**config.mk**
```make
export PLATFORM = sky130hd
export DESIGN_NAME = rxep_out_buffer
export DESIGN_NICKNAME = d
export VERILOG_FILES = /design/src/rtl/rxep_pkg.sv /design/src/rtl/rxep_bank.sv /design/src/rtl/rxep_bus_side.sv /design/src/rtl/rxep_cpu_side.sv /design/src/rtl/rxep_out_buffer.sv
export SDC_FILE = /design/constraint.sdc
export NUM_CORES = 1
export LEC_CHECK = 0
export ABC_AREA = 1
export BUFFER_PORTS_ARGS = -buffer_cell sky130_fd_sc_hd__buf_2
export CAP_MARGIN = 20
export CELL_PAD_IN_SITES_DETAIL_PLACEMENT = 1
export CELL_PAD_IN_SITES_GLOBAL_PLACEMENT = 1
export CORE_MARGIN = 5
export CORE_UTILIZATION = 40
export DETAILED_ROUTE_END_ITERATION = 8
export PLACE_DENSITY_LB_ADDON = 0.1
export SLEW_MARGIN = 20
export SYNTH_ARGS = -nofsm -noshare
export SYNTH_HDL_FRONTEND = slang
export SYNTH_SLANG_ARGS = --single-unit
```
**constraint.sdc**
```tcl
create_clock -name clk -period 2.55 [get_ports clk]
set_input_delay 0.3825 -clock clk [delete_from_list [all_inputs] [get_ports clk]]
set_output_delay 0.3825 -clock clk [all_outputs]
set_load 0.01 [all_outputs]
```
**src/rtl/rxep_pkg.sv**
```systemverilog
package rxep_pkg;

  localparam int unsigned MAX_BANKS = 2;

  typedef enum logic [1:0] {
    RX_IDLE = 2'd0,
    RX_FILL = 2'd1,
    RX_DROP = 2'd2
  } rx_state_e;

  function automatic logic next_bank(input logic cur, input int unsigned nb);
    if (nb > 1) return ~cur;
    return 1'b0;
  endfunction

  function automatic logic [7:0] drain_step(input logic [7:0] cnt);
    if (cnt == 8'd0) return 8'd0;
    return cnt - 8'd1;
  endfunction

endpackage

```
**src/rtl/rxep_bank.sv**
```systemverilog
module rxep_bank #(
  parameter int unsigned BANK_DEPTH = 64,
  parameter int unsigned CNT_W      = $clog2(BANK_DEPTH + 1)
) (
  input  logic             clk,
  input  logic             rst_n,
  input  logic             clr_wr,
  input  logic             wr_en,
  input  logic [7:0]       wr_byte,
  input  logic             commit,
  input  logic             rd_adv,
  input  logic             free_bank,
  output logic             full,
  output logic [CNT_W-1:0] count,
  output logic [7:0]       head_byte
);
  import rxep_pkg::*;

  localparam int unsigned AW = $clog2(BANK_DEPTH);
  localparam logic [CNT_W-1:0] DEPTH_C = CNT_W'(BANK_DEPTH);

  logic [7:0]       mem [BANK_DEPTH];
  logic [CNT_W-1:0] wptr, rptr, cnt_q;
  logic             full_q;
  logic             room;

  assign room = (wptr < DEPTH_C);

  always_ff @(posedge clk) begin
    if (wr_en && !full_q && room) mem[wptr[AW-1:0]] <= wr_byte;
  end

  always_ff @(posedge clk) begin
    if (!rst_n) begin
      full_q <= 1'b0;
      cnt_q  <= '0;
      wptr   <= '0;
      rptr   <= '0;
    end else if (free_bank) begin
      full_q <= 1'b0;
      cnt_q  <= '0;
      wptr   <= '0;
      rptr   <= '0;
    end else begin
      if (clr_wr && !full_q) wptr <= '0;
      else if (wr_en && !full_q && room) wptr <= wptr + CNT_W'(1);
      if (commit && !full_q) begin
        full_q <= 1'b1;
        cnt_q  <= wptr;
        wptr   <= '0;
        rptr   <= '0;
      end
      if (rd_adv && full_q && cnt_q != '0) begin
        cnt_q <= CNT_W'(drain_step(8'(cnt_q)));
        rptr  <= rptr + CNT_W'(1);
      end
    end
  end

  assign full      = full_q;
  assign count     = cnt_q;
  assign head_byte = mem[rptr[AW-1:0]];

endmodule

```
**src/rtl/rxep_bus_side.sv**
```systemverilog
module rxep_bus_side #(
  parameter int unsigned NUM_BANKS = 2
) (
  input  logic       clk,
  input  logic       rst_n,
  input  logic       pk_start,
  input  logic       pk_byte_valid,
  input  logic       pk_end_ok,
  input  logic       pk_end_bad,
  input  logic [1:0] full_vec,
  output logic       wsel,
  output logic       clr_go,
  output logic       wr_go,
  output logic       commit_go,
  output logic       bad_end,
  output logic       hs_valid,
  output logic       hs_ack
);
  import rxep_pkg::*;

  rx_state_e st;
  logic      nak_end;
  logic      target_full;

  assign target_full = full_vec[wsel];
  assign clr_go      = pk_start && !target_full;
  assign wr_go       = (st == RX_FILL) && pk_byte_valid && !pk_start;
  assign commit_go   = (st == RX_FILL) && pk_end_ok && !pk_start;
  assign bad_end     = (st == RX_FILL) && pk_end_bad && !pk_start;
  assign nak_end     = (st == RX_DROP) && (pk_end_ok || pk_end_bad) && !pk_start;

  always_ff @(posedge clk) begin
    if (!rst_n) begin
      st       <= RX_IDLE;
      wsel     <= 1'b0;
      hs_valid <= 1'b0;
      hs_ack   <= 1'b0;
    end else begin
      hs_valid <= commit_go || nak_end;
      hs_ack   <= commit_go;
      if (pk_start) begin
        st <= target_full ? RX_DROP : RX_FILL;
      end else if (commit_go || bad_end || nak_end) begin
        st <= RX_IDLE;
      end
      if (commit_go) wsel <= next_bank(wsel, NUM_BANKS);
    end
  end

endmodule

```
**src/rtl/rxep_cpu_side.sv**
```systemverilog
module rxep_cpu_side #(
  parameter int unsigned NUM_BANKS = 2
) (
  input  logic       clk,
  input  logic       rst_n,
  input  logic [1:0] full_vec,
  input  logic       commit_go,
  input  logic       wsel,
  input  logic       release_bank,
  input  logic       ack_rx,
  input  logic       iso_mode,
  input  logic       iso_in_req,
  input  logic       undr_ack,
  input  logic       rx_ie,
  input  logic       undr_ie,
  output logic       csel,
  output logic       free_go,
  output logic       raise_go,
  output logic       rx_flag,
  output logic       undr_flag,
  output logic       zlp_send,
  output logic       irq
);
  import rxep_pkg::*;

  logic csel_nxt;
  logic iso_hit;
  logic chained;

  assign free_go  = release_bank && full_vec[csel];
  assign csel_nxt = free_go ? next_bank(csel, NUM_BANKS) : csel;
  assign chained  = free_go && (NUM_BANKS > 1) && full_vec[csel_nxt];
  assign raise_go = (commit_go && (wsel == csel_nxt)) || chained;
  assign iso_hit  = iso_mode && iso_in_req && !full_vec[wsel];

  always_ff @(posedge clk) begin
    if (!rst_n) begin
      csel      <= 1'b0;
      rx_flag   <= 1'b0;
      undr_flag <= 1'b0;
      zlp_send  <= 1'b0;
    end else begin
      csel <= csel_nxt;
      if (raise_go) rx_flag <= 1'b1;
      else if (ack_rx || free_go) rx_flag <= 1'b0;
      if (iso_hit) undr_flag <= 1'b1;
      else if (undr_ack) undr_flag <= 1'b0;
      zlp_send <= iso_hit;
    end
  end

  assign irq = (rx_flag && rx_ie) || (undr_flag && undr_ie);

endmodule

```
**src/rtl/rxep_out_buffer.sv**
```systemverilog
module rxep_out_buffer #(
  parameter int unsigned NUM_BANKS  = 2,
  parameter int unsigned BANK_DEPTH = 64,
  parameter int unsigned CNT_W      = $clog2(BANK_DEPTH + 1)
) (
  input  logic             clk,
  input  logic             rst_n,
  input  logic             pk_start,
  input  logic             pk_byte_valid,
  input  logic [7:0]       pk_byte,
  input  logic             pk_end_ok,
  input  logic             pk_end_bad,
  output logic             hs_valid,
  output logic             hs_ack,
  input  logic             iso_mode,
  input  logic             iso_in_req,
  output logic             zlp_send,
  input  logic             rd_strobe,
  output logic [7:0]       rd_data,
  output logic [CNT_W-1:0] byte_count,
  output logic             rd_allowed,
  output logic             rx_flag,
  input  logic             rx_ie,
  input  logic             ack_rx,
  output logic             bank_busy,
  input  logic             release_bank,
  output logic             undr_flag,
  input  logic             undr_ie,
  input  logic             undr_ack,
  output logic             irq
);
  import rxep_pkg::*;

  logic [1:0]       full_vec;
  logic [CNT_W-1:0] cnt_arr  [MAX_BANKS];
  logic [7:0]       head_arr [MAX_BANKS];

  logic wsel, csel;
  logic clr_go, wr_go;
  logic ev_commit, ev_bad_end, ev_raise, ev_free;

  rxep_bus_side #(.NUM_BANKS(NUM_BANKS)) u_bus (
    .clk(clk), .rst_n(rst_n),
    .pk_start(pk_start), .pk_byte_valid(pk_byte_valid),
    .pk_end_ok(pk_end_ok), .pk_end_bad(pk_end_bad),
    .full_vec(full_vec), .wsel(wsel),
    .clr_go(clr_go), .wr_go(wr_go), .commit_go(ev_commit),
    .bad_end(ev_bad_end), .hs_valid(hs_valid), .hs_ack(hs_ack)
  );

  rxep_cpu_side #(.NUM_BANKS(NUM_BANKS)) u_cpu (
    .clk(clk), .rst_n(rst_n),
    .full_vec(full_vec), .commit_go(ev_commit), .wsel(wsel),
    .release_bank(release_bank), .ack_rx(ack_rx),
    .iso_mode(iso_mode), .iso_in_req(iso_in_req), .undr_ack(undr_ack),
    .rx_ie(rx_ie), .undr_ie(undr_ie),
    .csel(csel), .free_go(ev_free), .raise_go(ev_raise),
    .rx_flag(rx_flag), .undr_flag(undr_flag), .zlp_send(zlp_send), .irq(irq)
  );

  for (genvar g = 0; g < MAX_BANKS; g++) begin : g_bank
    if (g < NUM_BANKS) begin : g_live
      logic b_full;
      rxep_bank #(.BANK_DEPTH(BANK_DEPTH), .CNT_W(CNT_W)) u_bank (
        .clk(clk), .rst_n(rst_n),
        .clr_wr(clr_go && (wsel == 1'(g))),
        .wr_en(wr_go && (wsel == 1'(g))),
        .wr_byte(pk_byte),
        .commit(ev_commit && (wsel == 1'(g))),
        .rd_adv(rd_strobe && rd_allowed && (csel == 1'(g))),
        .free_bank(ev_free && (csel == 1'(g))),
        .full(b_full),
        .count(cnt_arr[g]),
        .head_byte(head_arr[g])
      );
      assign full_vec[g] = b_full;
    end else begin : g_absent
      assign full_vec[g] = 1'b0;
      assign cnt_arr[g]  = '0;
      assign head_arr[g] = 8'h00;
    end
  end

  assign bank_busy  = full_vec[csel];
  assign byte_count = cnt_arr[csel];
  assign rd_allowed = bank_busy && (byte_count != '0);
  assign rd_data    = rd_allowed ? head_arr[csel] : 8'h00;

endmodule

```
==> results.cfg, run 1 <==
[run_status]
status = complete, but fails checks
violations = setup timing

[synth]
ys_types = 43
yosysTopAreaCell = edfxtp_1
syn_inst = 4000
async_flop_share = 0
synth_flop_cell = edfxtp_1
synth_top_area_frac = 0.685
postSynthAreaPerCell_um2 = 11.2
synth_nets = 4032
yosys-top-cells-area = edfxtp_1 69%, nand2_1 11%, nand3_1 11%, dfxtp_1 2.8%, nor2_1 1.5%
ys_top_cells_by_count = 1319 x nand2_1, 1024 x edfxtp_1, 954 x nand3_1, 182 x nor2_1, 108 x buf_2
synth_most_common_cell = nand2_1
yosysWarnings = 0
ys_ff_latch = 1087
synthesis.area_um2 = 44900
synth_edf_count = 1024
yosysSeqAreaShare = 0.714

[final_layout]
drive_gt1_frac = 0.207
areaGrowthSynthToFinish_pct = 25.0
multi_input_area_um2 = 12500
fill_cells = 11700
final_util = 0.505
nets = 4405
ff_latch_area_um2 = 32000

[power]
swShare = 0.203
switching_power_mw = 7.52
p_per_area_nw_per_um2 = 660
power_frac_comb = 0.015
p_leak_nw = 20.6
power_frac_clock = 0.457
vdd_drop_max_mv = 0.531
p_int_mw = 29.5
seqPwrFrac = 0.527

[route]
first_iter_violations = 2423
viasPerCell = 5.38
vias = 32100
drc_errors = 0
totalWireLength_um = 143000
wl_per_cell_um = 23.9
drt_pass1_iterations = 5
ant_nets = 0

[critical_path]
path_cells = buf_12, buf_12, clkbuf_16, nand2_1, nand3_2, nand3_2, nand2_2, nand2_2, nand3_2, nand3_4, nand3_2, nand2_2, nor2_4, buf_6
required_ns = 2.17
reg2reg_from = u_bus.st[0]$_SDFFE_PN0P_
crit_top_cell = nand3_2
rrSetupSlack_ns = 0.22
worst-setup-path-type = reg2out
critPathBufInv = 4
start_kind = flop
crit_family = simple AND/OR/NAND/NOR gates
arrival_ns = 2.88
slowest_stage = dfxtp_4
ff2ff_path_depth = 10
endpoint_kind = primary output
worst-path-stages = 14
slowest_delay_ns = 0.50
worstPathMaxFanout = 8
timing.rr.end = g_bank[0].g_live.u_bank.mem[44][4]$_DFFE_PP_

[flow_run]
cap_violations = 0

[die]
die_width_um = 345
start_util = 0.404
coreArea_um2 = 111000
row_count = 122
ios = 45
fp.dieH_um = 345
dieArea_um2 = 119000

[global_route]
grt_start_max_net_pins = 76
antenna_found_initial = 2
grt_pass1_vias = 33000
track_usage = 0.236
grt_overflow = 0
grt_pass1_wl_um = 211000

[cts]
numCtsBuffers = 119
cts.clk_slew.worst_paths_ns = 0.06
cts_root_buffer = clkbuf_16
cts_tree = yes
clkLatencyLatePin_ns = 0.71
htreeDepth = 3
clock-sinks = 1087
clockBufferDepth = 3

[sta]
period_share = 1.28
fin_tns_setup_ns = -5.23
fmax_mhz = 307
relSlewSlack = 0.360
drv_slew = 0
setup_violations = 8
hold_violations = 0
tightest_slew_ns = 0.959
hold_ws_ns = 0.0702
rsz0062_at_grt = true
setup_ws_ns = -0.709
skew_ns = 0.0230
min_period_ns = 3.26

[placed_design]
place_congestion = 0.783
io_buffers = 44
dp_hpwl_um = 86400

[min_path]
min_path_type = in2reg
holdPathEnd = u_bus.st[0]$_SDFFE_PN0P_
min_path_cells = 4
hold_start = pk_end_bad
-- worst max path at each step --
stage	start	slack, ns	endpoint
floorplan	u_bus.st[0]$_SDFFE_PN0P_	0.29	g_bank[1].g_live.u_bank.mem[7][0]$_DFFE_PP_
global placement	flop	-0.51	rd_data[6]
detailed placement	flop	-0.51	rd_data[6]
CTS	flop	-0.69	rd_data[6]
global route	flop	-0.78	rd_data[7]
finish	flop	-0.71	rd_data[3]
-- stage by stage --
stage | std cells | instance area (um2) | setup slack, ns | total power [mW]
after CTS | 5941 | 55200 | -0.693 | 37.4
after global routing | 5964 | 56100 | -0.775 | 38.1
after global placement | 5657 | 49400 | -0.509 | 20.4
after floorplan | 4000 | 44900 | 0.287 | 20.0
after detailed placement | 5657 | 49400 | -0.508 | 20.4
final | 5965 | 56100 | -0.709 | 37.0
-- tightest hold or removal path, cell delays in order --
cell	delay, ns
buf_2	0.09
o21ai_0	0.06
a21oi_1	0.13
nor3_1	0.05
-- cell families (layout without fill, tap and decap cells) --
| group | Yosys count | in the layout | synth area share |
|---|---|---|---|
| compound gates | 79 | 79 | 0.0103 |
| xor+xnor | 14 | 14 | 0.00273 |
| fa+ha+maj | 10 | 10 | 0.00279 |
| buf+inv | 308 | 784 | 0.0313 |
| flops | 1087 | 1087 | 0.714 |
| other cells | 0 | 1 | 0 |
| simple gates | 2502 | 2502 | 0.239 |
-- layout make-up --
class | count | share of cell area
flip-flops and latches | 1087 | 0.571
multi-input cells | 2605 | 0.223
repair buffers | 481 | 0.0984
clock buffers | 150 | 0.0559
well taps | 1488 | 0.0332
clock inverters | 74 | 0.0118
inverters | 78 | 0.00616
repair inverters | 1 | 0.000290
diodes | 1 | 0.0000446
-- power by group through the flow --
stage | logic, mW | registers [mW] | clock network [mW]
3_3_place_gp | 0.545 | 19.9 | 0
3_5_place_dp | 0.556 | 19.9 | 0
4_1_cts | 0.580 | 19.5 | 17.3
6_report | 0.573 | 19.5 | 16.9
2_1_floorplan | 0.0836 | 19.9 | 0
5_1_grt | 0.615 | 19.5 | 18.0
-- flip-flops by register name (all words and copies together), names as in the netlist, 2 cells and up, named ones only --
register / cells
g_bank.g_live.u_bank.count: 14
g_bank.g_live.u_bank.full: 2
g_bank.g_live.u_bank.mem: 1024
g_bank.g_live.u_bank.rptr: 12
g_bank.g_live.u_bank.wptr: 14
u_bus.st: 2
-- per-layer routing --
layer / wire (um) / part of all wire / GRT usage
met5: 0 / 0 / 0
met4: 2230 / 0.016 / 0.0501
met3: 7050 / 0.049 / 0.0320
met2: 66400 / 0.47 / 0.378
met1: 66800 / 0.47 / 0.347
-- layout by cell type, fill, tap and decap left out, types with 12 or more instances in the layout --
cell,netlist,routed
a21oi_1,43,43
buf_12,0,80
buf_16,0,24
buf_2,108,27
buf_4,18,294
buf_6,5,26
bufinv_16,0,12
clkbuf_1,64,29
clkbuf_16,0,132
clkinv_1,2,32
clkinv_2,0,23
dfxtp_1,63,56
edfxtp_1,1024,1024
inv_1,67,62
nand2_1,1319,1236
nand2_2,11,86
nand3_1,954,822
nand3_2,3,130
nor2_1,182,166
nor2_4,0,12
o21ai_0,17,17
-- what timing repair did --
item | 4_1_cts | 5_1_grt
buffers inserted | 28 | 16
resized for setup | 229 | 127
endpoints found under the setup margin | 9 | 63
hold buffers | 9 | 0
gates cloned | 23 | 11
endpoints found under the hold margin | 12 | 0
pin swaps | 61 | 60
Power figures use the tool's default switching activity.
==> run 2: changes to the inputs <==
- PLACE_DENSITY_LB_ADDON: 0.1 -> 0.15
- clock period: 2.55 -> 4.1 ns (I/O delays scaled with it)
==> run 2 against run 1 <==
The flow now finishes without violations; clock power fell by 40%; first-iteration DRC count rose by 8.5%; critical path type unchanged; setup slack improved by 0.85 ns; clock skew fell by 0.0061 ns; sequential share of layout area rose by 5.7 points; cell area fell by 9.1%; critical endpoint is now rd_data[2]; largest power group unchanged; die area did not move.
==> results.cfg, run 2 (synthesized netlist as in run 1, its figures left out) <==
[global_route]
grt_start_max_net_pins = 129
grt_pass1_wl_um = 199000
grt_overflow = 0
antenna_found_initial = 2
grt_pass1_vias = 31000
track_usage = 0.222

[route]
first_iter_violations = 2630
drt_pass1_iterations = 5
drc_errors = 0
vias = 30600
wl_per_cell_um = 23.7
viasPerCell = 5.43
ant_nets = 0
totalWireLength_um = 134000

[critical_path]
worstPathMaxFanout = 17
endpoint_kind = primary output
worst-setup-path-type = reg2out
start_kind = flop
arrival_ns = 3.34
required_ns = 3.48

[sta]
fmax_mhz = 253
tightest_slew_ns = 1.14
skew_ns = 0.0169
setup_violations = 0
hold_violations = 0
fin_tns_setup_ns = 0
relSlewSlack = 0.243
rsz0062_at_grt = false
drv_slew = 0
period_share = 0.965
min_period_ns = 3.96

[power]
power_mw = 22.6
vdd_drop_max_mv = 0.353
p_leak_nw = 18.1
p_per_area_nw_per_um2 = 443

[final_layout]
largest_reg_flops = 1024
areaGrowthSynthToFinish_pct = 13.6
final_cells = 5645
nets = 4095
final_common_cell = nand2_1
diodes = 0
final_util = 0.459
fill_cells = 11700
mostFrequentLayoutCells = 1319 x nand2_1, 1024 x edfxtp_1, 954 x nand3_1
drive_gt1_frac = 0.0924

[cts]
htreeDepth = 3
clkLatencyLatePin_ns = 0.70
cts_root_buffer = clkbuf_16
clock-sinks = 1087
numCtsBuffers = 116
cts_tree = yes
cts.clk_slew.worst_paths_ns = 0.06
clockBufferDepth = 3
holdBufCountCts = 0

[die]
die_width_um = 345
ios = 45
start_util = 0.404
row_count = 122
coreArea_um2 = 111000
dieArea_um2 = 119000
fp.dieH_um = 345

[run_status]
status = finished clean

[flow_run]
cap_violations = 0

[placed_design]
io_buffers = 44
place_congestion = 0.807
dp_cells = 5427
dp_hpwl_um = 80300

[min_path]
min_path_type = in2reg
==> run 2: cell count changes in the layout (fill, tap and decap cells not counted), sizes merged <==
cell	previous run	this run
buf	455	173
bufbuf	6	0
bufinv	12	7
clkbuf	161	160
clkinv	59	46
clkinvlp	2	3
diode	1	0
dlygate4sd3	9	0
inv	80	76
==> run 2: timing repair <==
item,in CTS,in global routing
gates resized for setup,6,9
cloned,0,2
setup endpoints to repair,8,8
buffers inserted,0,4
==> run 2: worst paths after layout <==
path	start	to	slack, ns	cells after the start
setup / recovery	u_cpu.csel$_SDFF_PN0_	rd_data[2]	0.14	10
hold / removal	undr_ack	u_cpu.undr_flag$_SDFFE_PN0P_	0.17	4
setup reg to reg	u_bus.st[0]$_SDFFE_PN0P_	g_bank[0].g_live.u_bank.mem[37][0]$_DFFE_PP_	0.79	8
hold reg to reg	g_bank[1].g_live.u_bank.rptr[3]$_SDFFE_PP0P_	g_bank[1].g_live.u_bank.rptr[3]$_SDFFE_PP0P_	0.48	2
==> run 2: area by class of cell <==
type / count / area [um2] / share of cell area
Sequential cell: 1087 / 32000 / 0.628
Tap cell: 1488 / 1860 / 0.0365
Clock inverter: 54 / 450 / 0.00884
Multi-Input combinational cell: 2605 / 11500 / 0.225
Inverter: 78 / 330 / 0.00648
Clock buffer: 158 / 3180 / 0.0625
Timing Repair Buffer: 175 / 1640 / 0.0322
==> run 2: critical path, stage by stage, from the launching register on <==
cell and delay, ns:
dfxtp_1 0.65, buf_4 0.36, nand2_1 0.10, o21ai_2 0.08
nor2_1 0.07, nand3_2 0.13, nand2_1 0.17, clkinv_1 0.32
nand2_1 0.11, nor2_1 0.42, buf_2 0.24
==> run 2: metal layers <==
layer / vias to the layer above / routed length, um / track usage
li1: 14100 / - / -
met1: 15600 / 63200 / 0.333
met2: 763 / 59700 / 0.337
met3: 168 / 7800 / 0.0357
met4: 2 / 2990 / 0.0593
met5: - / 9 / 0
==> run 2: stage by stage <==
stage | worst slack, ns | instance area [um2] | hold slack [ns]
finish | 0.142 | 51000 | 0.172
detailed placement | 0.323 | 47200 | 0.477
global route | 0.0203 | 51000 | 0.153
CTS | 0.00833 | 50800 | 0.111
global placement | 0.352 | 47200 | 0.467
floorplan | 1.62 | 44900 | 0.454
==> run 2: power breakdown <==
group	switching [mW]	leakage (nW)	internal [mW]	total [mW]
Sequential	0.00583	9.71	12.1	12.1
Combinational	0.271	6.62	0.0488	0.319
Clock	4.28	1.77	5.83	10.1
Total	4.56	18.1	18.0	22.6
==> run 3: changes to the inputs <==
- CELL_PAD_IN_SITES_DETAIL_PLACEMENT: 1 -> not set
- CELL_PAD_IN_SITES_GLOBAL_PLACEMENT: 1 -> not set
- CORE_MARGIN: 5 -> not set
==> run 3 against run 2 <==
Sequential power about the same; total power increased by 1.8%; critical path depth increased by 3; combinational power decreased by 3%; die area decreased by 4.6%.
==> results.cfg, run 3 (synthesized netlist as in run 1, its figures left out) <==
[run_status]
status = finished clean

[final_layout]
areaGrowthSynthToFinish_pct = 14.5
mostFrequentLayoutCells = 1319 x nand2_1, 1024 x edfxtp_1, 954 x nand3_1
multi_input_area_um2 = 11500
drive_gt1_frac = 0.106
nets = 4131
fill_cells = 10300
final_common_cell = nand2_1
diodes = 0
ff_latch_area_um2 = 32000
largest_reg_flops = 1024

[power]
power_frac_comb = 0.013
switching_power_mw = 4.68
power_frac_clock = 0.459
p_int_mw = 18.3
p_leak_nw = 18.4
seqPwrFrac = 0.528
vdd_drop_max_mv = 0.408
p_per_area_nw_per_um2 = 448
swShare = 0.204

[min_path]
min_path_cells = 2
holdPathEnd = u_bus.st[1]$_SDFFE_PN0P_
min_path_type = in2reg
hold_start = rst_n

[cts]
clkLatencyLatePin_ns = 0.71
cts_tree = yes
cts.clk_slew.worst_paths_ns = 0.06
cts_root_buffer = clkbuf_16
clock-sinks = 1087
htreeDepth = 3
numCtsBuffers = 116
clockBufferDepth = 3

[sta]
tightest_slew_ns = 1.11
period_share = 0.977
drv_slew = 0
hold_violations = 0
relSlewSlack = 0.261
fin_tns_setup_ns = 0
setup_violations = 0
fmax_mhz = 250
min_period_ns = 4.01
skew_ns = 0.0304
hold_ws_ns = 0.161
rsz0062_at_grt = false

[die]
die_width_um = 337
start_util = 0.404
dieArea_um2 = 114000
row_count = 122
ios = 45
coreArea_um2 = 111000
fp.dieH_um = 337

[critical_path]
worstPathMaxFanout = 67
timing.rr.end = g_bank[1].g_live.u_bank.mem[2][3]$_DFFE_PP_
slowest_stage = dfxtp_4
crit_family = simple AND/OR/NAND/NOR gates
critPathBufInv = 3
worst-setup-path-type = reg2out
arrival_ns = 3.39
ff2ff_path_depth = 8
crit_top_cell = nand3_1
rrSetupSlack_ns = 0.77
required_ns = 3.48
slowest_delay_ns = 0.41
start_kind = flop
path_cells = clkinv_8, buf_16, nand2_1, nand3_1, nand3_1, nand2_1, nand2_1, nand3_1, nand3_1, nand3_1, nand2_1, nor2_1, buf_2
endpoint_kind = primary output
reg2reg_from = u_bus.st[0]$_SDFFE_PN0P_

[route]
drt_pass1_iterations = 5
ant_nets = 0
totalWireLength_um = 127000
wl_per_cell_um = 22.4
drc_errors = 0
first_iter_violations = 3005
viasPerCell = 5.31
vias = 30200

[global_route]
track_usage = 0.223
grt_pass1_wl_um = 188000
grt_overflow = 0
grt_pass1_vias = 28600
antenna_found_initial = 2
grt_start_max_net_pins = 110

[placed_design]
dp_hpwl_um = 74300
io_buffers = 44
place_congestion = 0.823

[flow_run]
cap_violations = 0
run 3: changes by cell type in the layout (fill, tap and decap cells not counted), sizes merged:
cell      delta
buf         +37
clkbuf      -21
clkinv      +17
bufinv       +6
inv          +3
clkinvlp     +1
run 3: per-stage QoR:
step / setup slack [ns] / cells / total power, mW / instance area (um2) / util
3_5_place_dp: 0.616 / 5466 / 12.7 / 47400 / 0.427
4_1_cts: 0.00591 / 5686 / 23.2 / 51300 / 0.462
5_1_grt: 0.0208 / 5688 / 23.6 / 51400 / 0.463
2_1_floorplan: 1.62 / 4000 / 12.4 / 44900 / -
6_report: 0.0936 / 5688 / 23.0 / 51400 / 0.463
3_3_place_gp: 0.611 / 5465 / 12.7 / 47400 / 0.427
run 3: repair_timing:
item	in CTS	in global routing
buffers inserted	1	1
endpoints found under the setup margin	4	8
endpoints found under the hold margin	0	0
cloned	0	1
hold buffers	0	0
resized for setup	3	19
run 3: worst max path at each step:
stage / endpoint / slack [ns] / cells after the start
after floorplan: g_bank[0].g_live.u_bank.mem[7][0]$_DFFE_PP_ / 1.62 / 9
after global placement: g_bank[1].g_live.u_bank.mem[2][5]$_DFFE_PP_ / 0.61 / 7
after detailed placement: g_bank[1].g_live.u_bank.mem[2][5]$_DFFE_PP_ / 0.62 / 7
after CTS: rd_data[0] / 0.006 / 14
after global routing: rd_data[1] / 0.02 / 12
final: rd_data[1] / 0.09 / 13
run 3: layout make-up:
class	instances	share of cell area
clock buffer	138	0.0596
clock inverter	81	0.0148
inverter	78	0.00650
multi-input combinational	2605	0.223
sequential	1087	0.624
tap	1488	0.0362
timing repair buffer	211	0.0360
run 3: power by group through the flow:
stage	Combinational, mW	Clock, mW	Sequential, mW
2_1_floorplan	0.0520	0	12.4
4_1_cts	0.315	10.7	12.1
3_5_place_dp	0.315	0	12.4
3_3_place_gp	0.311	0	12.4
6_report	0.310	10.5	12.1
5_1_grt	0.334	11.1	12.1
run 3: per-layer routing:
metal,global-route usage,vias up,share of wire
li1,-,14200,-
met1,0.336,14900,0.47
met2,0.334,937,0.44
met3,0.0372,175,0.069
met4,0.0580,2,0.021
met5,0,-,0.000086
